<file path="src/rtl/eeprom_fe_pkg.sv">
package eeprom_fe_pkg;
  localparam int BYTE_W = 8;

  typedef enum logic [1:0] {
    ST_IDLE,
    ST_CTRL,
    ST_AHI,
    ST_ALO
  } fe_state_t;
endpackage

</file>
<file path="src/rtl/i2c_line_sampler.sv">
module i2c_line_sampler #(
  parameter int STAGES = 2
) (
  input  logic clk,
  input  logic rst,
  input  logic scl_i,
  input  logic sda_i,
  output logic sda_s,
  output logic scl_rise,
  output logic scl_fall,
  output logic start_det,
  output logic stop_det
);
  localparam int TOP = STAGES - 1;

  logic [TOP:0] scl_q, sda_q;
  logic         scl_p, sda_p;
  logic         scl_s;

  always_ff @(posedge clk) begin
    if (rst) begin
      scl_q <= '1;
      sda_q <= '1;
      scl_p <= 1'b1;
      sda_p <= 1'b1;
    end else begin
      scl_q <= {scl_q[TOP-1:0], scl_i};
      sda_q <= {sda_q[TOP-1:0], sda_i};
      scl_p <= scl_q[TOP];
      sda_p <= sda_q[TOP];
    end
  end

  assign scl_s     = scl_q[TOP];
  assign sda_s     = sda_q[TOP];
  assign scl_rise  = scl_s & ~scl_p;
  assign scl_fall  = ~scl_s & scl_p;
  assign start_det = scl_s & scl_p & sda_p & ~sda_s;
  assign stop_det  = scl_s & scl_p & ~sda_p & sda_s;
endmodule

</file>
<file path="src/rtl/eeprom_addr_fsm.sv">
module eeprom_addr_fsm
  import eeprom_fe_pkg::*;
#(
  parameter int              ADDR_W    = 15,
  parameter int              SEL_W     = 3,
  parameter logic [6-SEL_W:0] TYPE_CODE = 4'b1010
) (
  input  logic              clk,
  input  logic              rst,
  input  logic              sda_s,
  input  logic              scl_rise,
  input  logic              scl_fall,
  input  logic              start_det,
  input  logic              stop_det,
  input  logic [SEL_W-1:0]  sel_pins,
  output logic              sda_pull_o,
  output logic              active_o,
  output logic              op_read_o,
  output logic [ADDR_W-1:0] addr_o,
  output logic              addr_load_o
);
  localparam int CODE_W = BYTE_W - 1 - SEL_W;
  localparam int HI_W   = ADDR_W - BYTE_W;

  fe_state_t         state, resume;
  logic [3:0]        bit_cnt;
  logic [BYTE_W-2:0] shreg;
  logic              ack_pend, ack_phase;
  logic [BYTE_W-1:0] byte_w;
  logic              shift_en, byte_done, ctrl_match;

  assign byte_w     = {shreg, sda_s};
  assign shift_en   = scl_rise && !ack_pend && !ack_phase &&
                      (state != ST_IDLE) && (bit_cnt < 4'd8);
  assign byte_done  = shift_en && (bit_cnt == 4'd7);
  assign ctrl_match = (byte_w[BYTE_W-1 -: CODE_W] == TYPE_CODE) &&
                      (byte_w[SEL_W:1] == sel_pins);

  always_ff @(posedge clk) begin
    if (rst) begin
      state       <= ST_IDLE;
      resume      <= ST_IDLE;
      bit_cnt     <= '0;
      shreg       <= '0;
      ack_pend    <= 1'b0;
      ack_phase   <= 1'b0;
      sda_pull_o  <= 1'b0;
      active_o    <= 1'b0;
      op_read_o   <= 1'b0;
      addr_o      <= '0;
      addr_load_o <= 1'b0;
    end else if (start_det || stop_det) begin
      state       <= start_det ? ST_CTRL : ST_IDLE;
      bit_cnt     <= '0;
      ack_pend    <= 1'b0;
      ack_phase   <= 1'b0;
      sda_pull_o  <= 1'b0;
      active_o    <= 1'b0;
      addr_load_o <= 1'b0;
    end else begin
      addr_load_o <= 1'b0;
      if (shift_en) begin
        shreg   <= byte_w[BYTE_W-2:0];
        bit_cnt <= bit_cnt + 4'd1;
      end
      if (byte_done) begin
        case (state)
          ST_CTRL: begin
            if (ctrl_match) begin
              active_o  <= 1'b1;
              op_read_o <= byte_w[0];
              ack_pend  <= 1'b1;
              resume    <= byte_w[0] ? ST_IDLE : ST_AHI;
            end else begin
              state <= ST_IDLE;
            end
          end
          ST_AHI: begin
            addr_o[ADDR_W-1:BYTE_W] <= byte_w[HI_W-1:0];
            ack_pend <= 1'b1;
            resume   <= ST_ALO;
          end
          ST_ALO: begin
            addr_o[BYTE_W-1:0] <= byte_w;
            addr_load_o <= 1'b1;
            ack_pend    <= 1'b1;
            resume      <= ST_IDLE;
          end
          default: ;
        endcase
      end
      if (scl_fall) begin
        if (ack_pend) begin
          sda_pull_o <= 1'b1;
          ack_phase  <= 1'b1;
          ack_pend   <= 1'b0;
        end else if (ack_phase) begin
          sda_pull_o <= 1'b0;
          ack_phase  <= 1'b0;
          bit_cnt    <= '0;
          state      <= resume;
        end
      end
    end
  end
endmodule

</file>
<file path="src/rtl/eeprom_addr_front.sv">
module eeprom_addr_front #(
  parameter int               ADDR_W      = 15,
  parameter int               SEL_W       = 3,
  parameter int               SYNC_STAGES = 2,
  parameter logic [6-SEL_W:0] TYPE_CODE   = 4'b1010
) (
  input  logic              clk,
  input  logic              rst,
  input  logic              scl_i,
  input  logic              sda_i,
  input  logic [SEL_W-1:0]  sel_pins,
  output logic              sda_pull_o,
  output logic              active_o,
  output logic              op_read_o,
  output logic [ADDR_W-1:0] addr_o,
  output logic              addr_load_o
);
  logic sda_s, scl_rise, scl_fall, start_det, stop_det;

  i2c_line_sampler #(.STAGES(SYNC_STAGES)) sampler_i (
    .clk       (clk),
    .rst       (rst),
    .scl_i     (scl_i),
    .sda_i     (sda_i),
    .sda_s     (sda_s),
    .scl_rise  (scl_rise),
    .scl_fall  (scl_fall),
    .start_det (start_det),
    .stop_det  (stop_det)
  );

  eeprom_addr_fsm #(
    .ADDR_W    (ADDR_W),
    .SEL_W     (SEL_W),
    .TYPE_CODE (TYPE_CODE)
  ) fsm_i (
    .clk         (clk),
    .rst         (rst),
    .sda_s       (sda_s),
    .scl_rise    (scl_rise),
    .scl_fall    (scl_fall),
    .start_det   (start_det),
    .stop_det    (stop_det),
    .sel_pins    (sel_pins),
    .sda_pull_o  (sda_pull_o),
    .active_o    (active_o),
    .op_read_o   (op_read_o),
    .addr_o      (addr_o),
    .addr_load_o (addr_load_o)
  );
endmodule

</file>
<file path="config.mk">
export PLATFORM = sky130hd
export DESIGN_NAME = eeprom_addr_front
export DESIGN_NICKNAME = d
export VERILOG_FILES = /design/src/rtl/eeprom_fe_pkg.sv /design/src/rtl/i2c_line_sampler.sv /design/src/rtl/eeprom_addr_fsm.sv /design/src/rtl/eeprom_addr_front.sv
export SDC_FILE = /design/constraint.sdc
export NUM_CORES = 1
export LEC_CHECK = 0
export ABC_AREA = 1
export BUFFER_PORTS_ARGS = -buffer_cell sky130_fd_sc_hd__buf_2
export CORE_UTILIZATION = 40
export DETAILED_ROUTE_END_ITERATION = 16
export MAX_ROUTING_LAYER = met4
export PLACE_DENSITY = 0.69
export SYNTH_ARGS = -nofsm -noshare
export SYNTH_HDL_FRONTEND = slang
export SYNTH_SLANG_ARGS = --single-unit
export TNS_END_PERCENT = 5
</file>
<file path="constraint.sdc">
create_clock -name clk -period 1.4 [get_ports clk]
set_input_delay 0.14 -clock clk [delete_from_list [all_inputs] [get_ports clk]]
set_output_delay 0.14 -clock clk [all_outputs]
set_load 0.1 [all_outputs]
</file>
==> results of run 1 <==
what timing repair did:
item	in CTS	in global routing
setup endpoints to repair	15	24
cloned	0	1
pin swaps	0	10
setup buffers	0	3
resized for setup	2	41
cell usage after synthesis:
cell type	number	area (um^2)
a21oi_1	26	130
nor2_2	2	12.5
dfxtp_1	42	841
nand2_1	32	120
buf_2	3	15.0
xnor2_1	1	8.76
o21ai_1	3	15.0
o21bai_1	1	7.51
nand3_1	8	40.0
o21ai_0	20	100
clkbuf_1	3	11.3
nor3_1	3	15.0
a21oi_2	3	26.3
or2_2	5	31.3
nor2_1	17	63.8
nand4_1	1	6.26
o21ai_2	3	26.3
nor3_4	1	16.3
xor2_1	1	8.76
ha_1	1	12.5
inv_2	1	3.75
buf_6	1	11.3
inv_1	34	128
buf_1	1	3.75
a21o_1	1	7.51
registers in the layout, indices dropped and copies added (netlist names), 2 cells and up:
register	cells
fsm_i.resume	2
sampler_i.scl_q	2
fsm_i.state	2
fsm_i.bit_cnt	4
fsm_i.shreg	7
sampler_i.sda_q	2
fsm_i.addr_o	15
power breakdown:
| group | internal, mW | switching (mW) | leakage (nW) |
|---|---|---|---|
| clock network | 0.570 | 0.386 | 0.0573 |
| registers | 1.20 | 0.00656 | 0.343 |
| logic | 0.0400 | 0.0562 | 0.605 |
| total | 1.81 | 0.449 | 1.00 |
worst min-delay path by stage:
stage	cells past startpoint	startpoint	end
floorplan	1	scl_i	sampler_i.scl_q[0]$_SDFF_PP1_
global placement	2	scl_i	sampler_i.scl_q[0]$_SDFF_PP1_
detailed placement	2	scl_i	sampler_i.scl_q[0]$_SDFF_PP1_
CTS	2	scl_i	sampler_i.scl_q[0]$_SDFF_PP1_
global route	2	sda_i	sampler_i.sda_q[0]$_SDFF_PP1_
finish	2	scl_i	sampler_i.scl_q[0]$_SDFF_PP1_
area by class of cell:
class                   instances  area, um^2
inverters                      35         131
well taps                      50        62.6
repair buffers                 50         335
fillers                       354        1780
multi-input cells             130         729
flip-flops and latches         42         851
clock inverters                 1        30.0
clock buffers                   6        82.6
layout by cell type (no fill, tap or decap), types with 2 or more instances in the layout:
cell type	instances
or2_2	5
nor2_2	5
a21oi_2	5
nor2_1	13
buf_2	25
inv_1	30
nand2_1	30
a21oi_1	24
nand3_1	5
nand2_2	2
clkbuf_8	6
buf_4	19
dfxtp_2	5
o21ai_2	6
o21ai_1	8
nor3_1	3
buf_6	6
inv_2	5
nand3_2	2
dfxtp_1	36
o21ai_0	12
nand3_4	2
metal layers:
| layer | vias up | track usage (%) | wire length (um) | part of all wire [%] |
|---|---|---|---|---|
| li1 | 777 | - | - | - |
| met1 | 673 | 21.3 | 1750 | 49 |
| met5 | - | - | 0 | 0 |
| met3 | 4 | 5.14 | 117 | 3.3 |
| met2 | 28 | 26.3 | 1640 | 46 |
| met4 | 0 | 6.38 | 38 | 1.1 |
logic make-up after synthesis:
logic type | Yosys count
simple gates | 69
compound gates | 57
buf+inv | 43
flops | 42
xor+xnor | 2
fa+ha+maj | 1
==> flow_metrics.py, run 1 <==
metrics = {
    "timing": {
        "fin_ws_ns": -0.0619,
        "finalHoldWorstSlack_ns": 0.0284,
        "finalWorstPathRequiredPeriod_ns": 1.46,
        "slew_violations": 0,
        "setup_viol": 7,
        "worstMarginPinSlew_ns": 0.487,
        "tns_ns": -0.304,
        "rsz0062_at_grt": "true",
        "fmax_mhz": 684,
        "maxSlewHeadroom_pct": 67.8,
        "min_period_over_period_pct": 104,
        "finalHoldViolations": 0,
        "skew_ns": 0.0112,
    },
    "setup_path": {
        "reg2reg_slack_ns": -0.06,
        "cp-end-kind": "flip-flop",
        "critical_path_depth": 8,
        "cp.required_ns": 1.63,
        "startpoint_type": "flip-flop",
        "crit_chain": "ha_2 -> nand3_4 -> inv_2 -> nand2_2 -> nor3_4 -> buf_6 -> o21ai_2 -> a21oi_2",
        "critPathTopFamily": "simple AND/OR/NAND/NOR gates",
        "worstSetupStartpoint": "fsm_i.bit_cnt[0]$_SDFF_PP0_",
        "rr_worst_depth": 8,
        "worstSetupPathType": "flip-flop to flip-flop",
        "crit_buf_inv": 2,
        "critPathArrivalTime_ns": 1.69,
        "reg2reg_to": "fsm_i.addr_o[8]$_SDFFE_PP0P_",
        "timing.rr.start": "fsm_i.bit_cnt[0]$_SDFF_PP0_",
        "slowest_delay_ns": 0.34,
        "crit_slowest_cell": "dfxtp_2",
        "cp_max_fo": 6,
        "cp-endpoint": "fsm_i.addr_o[8]$_SDFFE_PP0P_",
    },
    "placement": {
        "place_ws_ns": -0.0743,
        "io_buffers": 25,
        "gp_congestion": 0.784,
        "hpwl_um": 2380,
        "placed_area_um2": 1970,
        "dp.cells": 303,
    },
    "route": {
        "finalWirelength_um": 3550,
        "wire_per_inst_um": 11.3,
        "ant_nets": 0,
        "firstDrtPassIters": 4,
        "vias_per_cell": 4.72,
        "drtIter0Drc": 71,
        "drc": 0,
        "vias": 1482,
    },
    "final_layout": {
        "design_area_um2": 2220,
        "area_growth_pct": 33.7,
        "diodes": 0,
        "num-nets-final": 272,
        "drive_above_1_share_pct": 37.1,
        "final_cells": 314,
        "finish.utilization_pct": 55.6,
    },
    "yosys": {
        "synth-seq-area-share_pct": 50.6,
        "synthesis.area_um2": 1660,
        "synth_top_family_by_area": "compound AO/OA/AOI/OAI gates",
        "synth_seq_cells": 42,
        "synth-simple-area-share_pct": 18.4,
        "synth_xor_area_share_pct": 1.05,
        "synthMuxAreaShare_pct": 0,
        "ys_warn_count": 0,
        "synth-compound-area-share_pct": 18.8,
        "yosysUniqueCellTypes": 25,
        "synth_adder_area_share_pct": 0.753,
        "syn_nets": 222,
        "synth_cells": 214,
        "syn_area_per_cell_um2": 7.76,
    },
    "floorplanning": {
        "fp.dieW_um": 66.5,
        "die_h_um": 66.5,
        "coreArea_um2": 4000,
        "start_util_pct": 41.5,
        "dieArea_um2": 4420,
        "ios": 26,
        "core.rowCount": 23,
    },
    "clocking": {
        "cts_tree": "built",
        "htreeDepth": 2,
        "cts-root-buf": "clkbuf_8",
        "cts_hold_buf": 0,
        "clock_latency_ns": 0.30,
        "numClockSinks": 42,
        "clockBufferDepth": 2,
        "path_clk_slew_ns": 0.07,
        "numCtsBuffers": 5,
    },
    "flow_run": {
        "max_cap_violations": 0,
    },
    "power": {
        "vdd_drop_max_v": 0.000635,
        "cellLeakagePower_nw": 1.00,
        "power_density_nw_per_um2": 1020,
        "power.total_mw": 2.26,
    },
    "global_route": {
        "grt_overflow_total": 0,
        "grt.total_usage_pct": 17.2,
        "grt_pass1_wl_um": 5410,
        "first_global_vias": 1227,
        "antenna_found_initial": 0,
        "grt_max_degree": 25,
    },
    "worst_hold_path": {
        "holdCritPathClass": "primary input to flip-flop",
    },
    "status": {
        "outcome": "finished with violations",
        "violations": "negative setup slack",
    },
}
Power figures use the tool's default switching activity.
==> run 2: changes to the inputs <==
--- a/config.mk
+++ b/config.mk
@@ -13,5 +13,6 @@
 export PLACE_DENSITY = 0.69
 export SYNTH_ARGS = -nofsm -noshare
 export SYNTH_HDL_FRONTEND = slang
+export SYNTH_HIERARCHICAL = 1
 export SYNTH_SLANG_ARGS = --single-unit
 export TNS_END_PERCENT = 5
==> constraint.sdc (replaced) <==
create_clock -name clk -period 1.4 [get_ports clk]
set_input_delay 0.14 -clock clk [delete_from_list [all_inputs] [get_ports clk]]
set_output_delay 0.14 -clock clk [all_outputs]
set_load 0.005 [all_outputs]
==> flow_metrics.py, run 2 <==
metrics = {
    "status": {
        "outcome": "finished with violations",
        "violations": "negative setup slack",
    },
    "final_layout": {
        "largest_register_ffs": 15,
        "area_growth_pct": 41.6,
        "fillers": 364,
        "final_cells": 326,
        "diodes": 0,
        "drive_above_1_share_pct": 38.8,
        "final_common_cell": "dfxtp_1",
        "num-nets-final": 284,
        "largest_register": "fsm_i/addr_o",
        "finish.utilization_pct": 58.8,
        "final_cell_mix": "38 x dfxtp_1, 29 x nand2_1, 27 x buf_4",
        "design_area_um2": 2350,
        "reg_top3": "fsm_i/addr_o x15, fsm_i/shreg x7, fsm_i/bit_cnt x4",
    },
    "clocking": {
        "clock_latency_ns": 0.30,
        "cts_tree": "built",
        "cts-root-buf": "clkbuf_8",
        "cts_hold_buf": 0,
        "numCtsBuffers": 5,
        "clockBufferDepth": 2,
        "path_clk_slew_ns": 0.08,
        "numClockSinks": 42,
        "htreeDepth": 2,
    },
    "yosys": {
        "yosysUniqueCellTypes": 27,
        "synth_cells": 213,
        "synth-main-ff-cell": "dfxtp_1",
        "ys_warn_count": 6,
        "synth_most_common_cell": "dfxtp_1",
        "synth_seq_cells": 42,
        "yosysTopAreaCell": "dfxtp_1",
        "async_reset_ff_share_pct": 0,
        "syn_area_per_cell_um2": 7.80,
        "synthesis.area_um2": 1660,
        "synth_edf_count": 0,
        "syn_nets": 221,
        "synth_top_cells_by_area": "dfxtp_1 51%, a21oi_1 8.7%, nand2_1 7.0%",
        "yosysTopAreaCellShare_pct": 50.6,
        "synth-seq-area-share_pct": 50.6,
        "synth_common_cells": "42 x dfxtp_1, 31 x nand2_1, 29 x a21oi_1, 29 x inv_1, 26 x nor2_1",
    },
    "floorplanning": {
        "die_h_um": 66.4,
        "start_util_pct": 41.5,
        "fp.dieW_um": 66.4,
        "dieArea_um2": 4410,
        "core.rowCount": 23,
        "ios": 26,
        "coreArea_um2": 4000,
    },
    "timing": {
        "maxSlewHeadroom_pct": 71.8,
        "finalWorstPathRequiredPeriod_ns": 1.58,
        "tns_ns": -2.93,
        "finalHoldWorstSlack_ns": 0.0191,
        "rsz0062_at_grt": "true",
        "skew_ns": 0.0115,
        "slew_violations": 0,
        "finalHoldViolations": 0,
        "worstMarginPinSlew_ns": 0.423,
        "setup_viol": 27,
        "min_period_over_period_pct": 113,
        "fin_ws_ns": -0.179,
        "fmax_mhz": 633,
    },
    "global_route": {
        "first_global_vias": 1487,
        "met1_usage_pct": 25.1,
        "grt_overflow_total": 0,
        "grt.total_usage_pct": 20.6,
        "use_met3_pct": 5.17,
        "grt_max_degree": 19,
        "grt_pass1_wl_um": 6430,
        "met2_usage_pct": 31.1,
        "antenna_found_initial": 0,
        "grt-busiest-layer": "met2",
    },
    "placement": {
        "placed_area_um2": 2070,
        "io_buffers": 25,
        "hpwl_um": 2640,
        "dp.cells": 317,
        "place_ws_ns": -0.231,
        "gp_congestion": 0.952,
    },
    "setup_path": {
        "startpoint_type": "flip-flop",
        "cp.required_ns": 1.59,
        "cp_max_fo": 6,
        "critPathArrivalTime_ns": 1.77,
        "cp-end-kind": "flip-flop",
        "worstSetupPathType": "flip-flop to flip-flop",
    },
    "route": {
        "firstDrtPassIters": 4,
        "wire_per_inst_um": 11.9,
        "finalWirelength_um": 3880,
        "drc": 0,
        "vias_per_cell": 4.83,
        "vias": 1574,
        "drtIter0Drc": 53,
        "ant_nets": 0,
    },
    "power": {
        "power_density_nw_per_um2": 978,
        "vdd_drop_max_v": 0.000741,
        "power.total_mw": 2.30,
        "cellLeakagePower_nw": 1.04,
    },
    "worst_hold_path": {
        "holdCritPathClass": "primary input to flip-flop",
    },
    "flow_run": {
        "max_cap_violations": 0,
    },
}
## run 2: final timing paths
| path | startpoint | endpoint | slack [ns] | cells past startpoint |
|---|---|---|---|---|
| max | sampler_i/scl_q[1]$_SDFF_PP1_ | fsm_i/addr_o[9]$_SDFFE_PP0P_ | -0.18 | 10 |
| min | scl_i | sampler_i/scl_q[0]$_SDFF_PP1_ | 0.02 | 2 |
| max reg2reg | sampler_i/scl_q[1]$_SDFF_PP1_ | fsm_i/addr_o[9]$_SDFFE_PP0P_ | -0.18 | 10 |
| min reg2reg | sampler_i/sda_q[0]$_SDFF_PP1_ | sampler_i/sda_q[1]$_SDFF_PP1_ | 0.41 | 1 |
## run 2: area by class of cell
cell class	instances	area, um^2	area share, %
Clock inverter	1	30.0	1.28
Inverter	32	123	5.22
Multi-Input combinational cell	137	812	34.5
Sequential cell	42	846	36.0
Tap cell	50	62.6	2.66
Clock buffer	6	82.6	3.51
Timing Repair Buffer	58	395	16.8
## run 2: per-layer routing
layer  routed length, um  vias up
met1                1850      715
met5                   0        -
li1                    -      814
met2                1750       38
met4                  93        0
met3                 186        7
## run 2: cell families (layout without fill, tap and decap cells)
family,after synthesis,count (layout),synth area share [%]
buffers and inverters,35,97,8.36
and+or+nand+nor,82,83,22.8
DFF,42,42,50.6
xor gates and xnor gates,2,2,1.06
AOI/OAI and AO/OA,51,51,16.4
adders and majority gates,1,1,0.753
## run 2: critical path, stage by stage (launching register included)
cell	delay, ns
dfxtp_2	0.35
inv_2	0.04
nor2_1	0.10
inv_1	0.06
nor2_2	0.14
nand3_4	0.10
nor3_4	0.21
buf_6	0.15
nand3_4	0.10
o21ai_0	0.18
a21oi_1	0.06
## run 2: timing repair
action,CTS,global route
pin swaps,11,10
setup endpoints to repair,33,36
gates cloned,1,0
gates resized for setup,25,23
setup buffers,0,2
## run 2: power breakdown
group | switching (mW) | total, mW | internal (mW)
Combinational | 0.0645 | 0.108 | 0.0440
Sequential | 0.00625 | 1.21 | 1.20
Clock | 0.410 | 0.980 | 0.571
==> run 3: changes to the inputs <==
--- a/config.mk
+++ b/config.mk
@@ -7,10 +7,10 @@
 export LEC_CHECK = 0
 export ABC_AREA = 1
 export BUFFER_PORTS_ARGS = -buffer_cell sky130_fd_sc_hd__buf_2
-export CORE_UTILIZATION = 40
+export CORE_UTILIZATION = 45
 export DETAILED_ROUTE_END_ITERATION = 16
 export MAX_ROUTING_LAYER = met4
-export PLACE_DENSITY = 0.69
+export PLACE_DENSITY = 0.75
 export SYNTH_ARGS = -nofsm -noshare
 export SYNTH_HDL_FRONTEND = slang
 export SYNTH_HIERARCHICAL = 1
==> constraint.sdc (replaced) <==
create_clock -name clk -period 1.39 [get_ports clk]
set_input_delay 0.139 -clock clk [delete_from_list [all_inputs] [get_ports clk]]
set_output_delay 0.139 -clock clk [all_outputs]
set_load 0.005 [all_outputs]
==> flow_metrics.py, run 3 (synthesis gave the netlist of run 2 again) <==
metrics = {
    "route": {
        "drtIter0Drc": 63,
        "vias_per_cell": 4.88,
        "firstDrtPassIters": 4,
        "finalWirelength_um": 4060,
        "wire_per_inst_um": 12.2,
        "drc": 0,
        "vias": 1621,
        "ant_nets": 0,
    },
    "setup_path": {
        "startpoint_type": "flip-flop",
        "cp-end-kind": "flip-flop",
        "critPathArrivalTime_ns": 1.81,
        "cp.required_ns": 1.61,
        "slowest_delay_ns": 0.33,
        "worstSetupPathType": "flip-flop to flip-flop",
        "cp_max_fo": 4,
        "crit_chain": "inv_2 -> nor2_2 -> inv_1 -> nor2_2 -> nand3_4 -> buf_6 -> nor2_4 -> nand3_4 -> nand3_1 -> nand2_2 -> a21oi_2",
        "crit_slowest_cell": "dfxtp_2",
    },
    "timing": {
        "finalHoldWorstSlack_ns": 0.0149,
        "fmax_mhz": 629,
        "worstMarginPinSlew_ns": 0.481,
        "skew_ns": 0.0142,
        "setup_viol": 36,
        "rsz0062_at_grt": "true",
        "maxSlewHeadroom_pct": 67.9,
        "finalHoldViolations": 0,
        "finalWorstPathRequiredPeriod_ns": 1.59,
        "slew_violations": 0,
        "fin_ws_ns": -0.199,
        "min_period_over_period_pct": 114,
    },
    "clocking": {
        "numCtsBuffers": 5,
        "numClockSinks": 42,
        "cts_tree": "built",
        "clock_latency_ns": 0.30,
        "cts-root-buf": "clkbuf_8",
        "htreeDepth": 2,
        "clockBufferDepth": 2,
        "path_clk_slew_ns": 0.08,
    },
    "global_route": {
        "antenna_found_initial": 0,
        "first_global_vias": 1484,
        "grt.total_usage_pct": 21.5,
        "grt_pass1_wl_um": 6430,
        "grt_overflow_total": 0,
        "grt_max_degree": 19,
    },
    "final_layout": {
        "final_common_cell": "dfxtp_1",
        "largest_register_ffs": 15,
        "largest_register": "fsm_i/addr_o",
        "reg_top3": "fsm_i/addr_o x15, fsm_i/shreg x7, fsm_i/bit_cnt x4",
        "fillers": 293,
        "diodes": 0,
        "drive_above_1_share_pct": 39.5,
        "final_cell_mix": "40 x dfxtp_1, 35 x buf_4, 27 x nand2_1",
        "area_growth_pct": 44.6,
        "num-nets-final": 293,
    },
    "floorplanning": {
        "coreArea_um2": 3440,
        "core.rowCount": 21,
        "start_util_pct": 48.2,
        "dieArea_um2": 3940,
        "ios": 26,
        "fp.dieW_um": 62.7,
        "die_h_um": 62.7,
    },
    "power": {
        "power.total_mw": 2.29,
        "cellLeakagePower_nw": 1.08,
        "power_density_nw_per_um2": 954,
        "vdd_drop_max_v": 0.00127,
    },
    "placement": {
        "io_buffers": 25,
        "hpwl_um": 2510,
        "gp_congestion": 0.897,
    },
    "status": {
        "outcome": "finished with violations",
        "violations": "negative setup slack",
    },
    "worst_hold_path": {
        "holdCritPathClass": "primary input to flip-flop",
    },
    "flow_run": {
        "max_cap_violations": 0,
    },
}
## run 3: where the power goes
group	internal, mW	switching [mW]
Clock	0.536	0.418
Sequential	1.21	0.00536
Combinational	0.0517	0.0687
Total	1.80	0.492
## run 3: final cells by class
type | count | area, um^2 | share of cell area [%]
Multi-Input combinational cell | 136 | 786 | 32.7
Inverter | 32 | 120 | 5.00
Clock inverter | 2 | 37.5 | 1.56
Tap cell | 46 | 57.6 | 2.40
Sequential cell | 42 | 843 | 35.1
Clock buffer | 6 | 72.6 | 3.02
Timing Repair Buffer | 68 | 484 | 20.2
## run 3: path summary, 6_finish.rpt
| path | startpoint | endpoint | slack [ns] | depth (start not counted) |
|---|---|---|---|---|
| setup / recovery | sampler_i/scl_q[1]$_SDFF_PP1_ | fsm_i/state[0]$_SDFF_PP0_ | -0.20 | 11 |
| hold reg to reg | sampler_i/sda_q[0]$_SDFF_PP1_ | sampler_i/sda_q[1]$_SDFF_PP1_ | 0.42 | 1 |
| setup reg to reg | sampler_i/scl_q[1]$_SDFF_PP1_ | fsm_i/state[0]$_SDFF_PP0_ | -0.20 | 11 |
| hold / removal | sda_i | sampler_i/sda_q[0]$_SDFF_PP1_ | 0.01 | 2 |
## run 3: worst max-delay path, delay by kind of cell, from the launching register on
kind | cells | cell delay [ns]
buf+inv | 3 | 0.24
simple gates | 7 | 0.82
flops | 1 | 0.33
compound gates | 1 | 0.13
## run 3: repair_timing
action	CTS	global route
endpoints found under the setup margin	36	36
hold buffers	0	0
gates resized for setup	18	32
pin swaps	3	28
setup buffers	1	8
## run 3: stage by stage
stage	setup slack [ns]	utilization (%)	setup TNS, ns	instance area, um^2	instances
6_report	-0.199	69.8	-5.20	2400	332
5_1_grt	-0.317	69.8	-8.94	2400	332
4_1_cts	-0.159	65.5	-2.53	2260	324
3_5_place_dp	-0.285	60.5	-5.18	2080	315
3_3_place_gp	-0.258	60.5	-4.04	2080	315
2_1_floorplan	-0.213	-	-2.65	1660	213
## run 3: layer usage
layer	GRT usage (%)	part of all wire [%]
met1	26.7	44
met3	4.93	5.3
met5	-	0
met2	32.7	49
met4	11.0	1.5
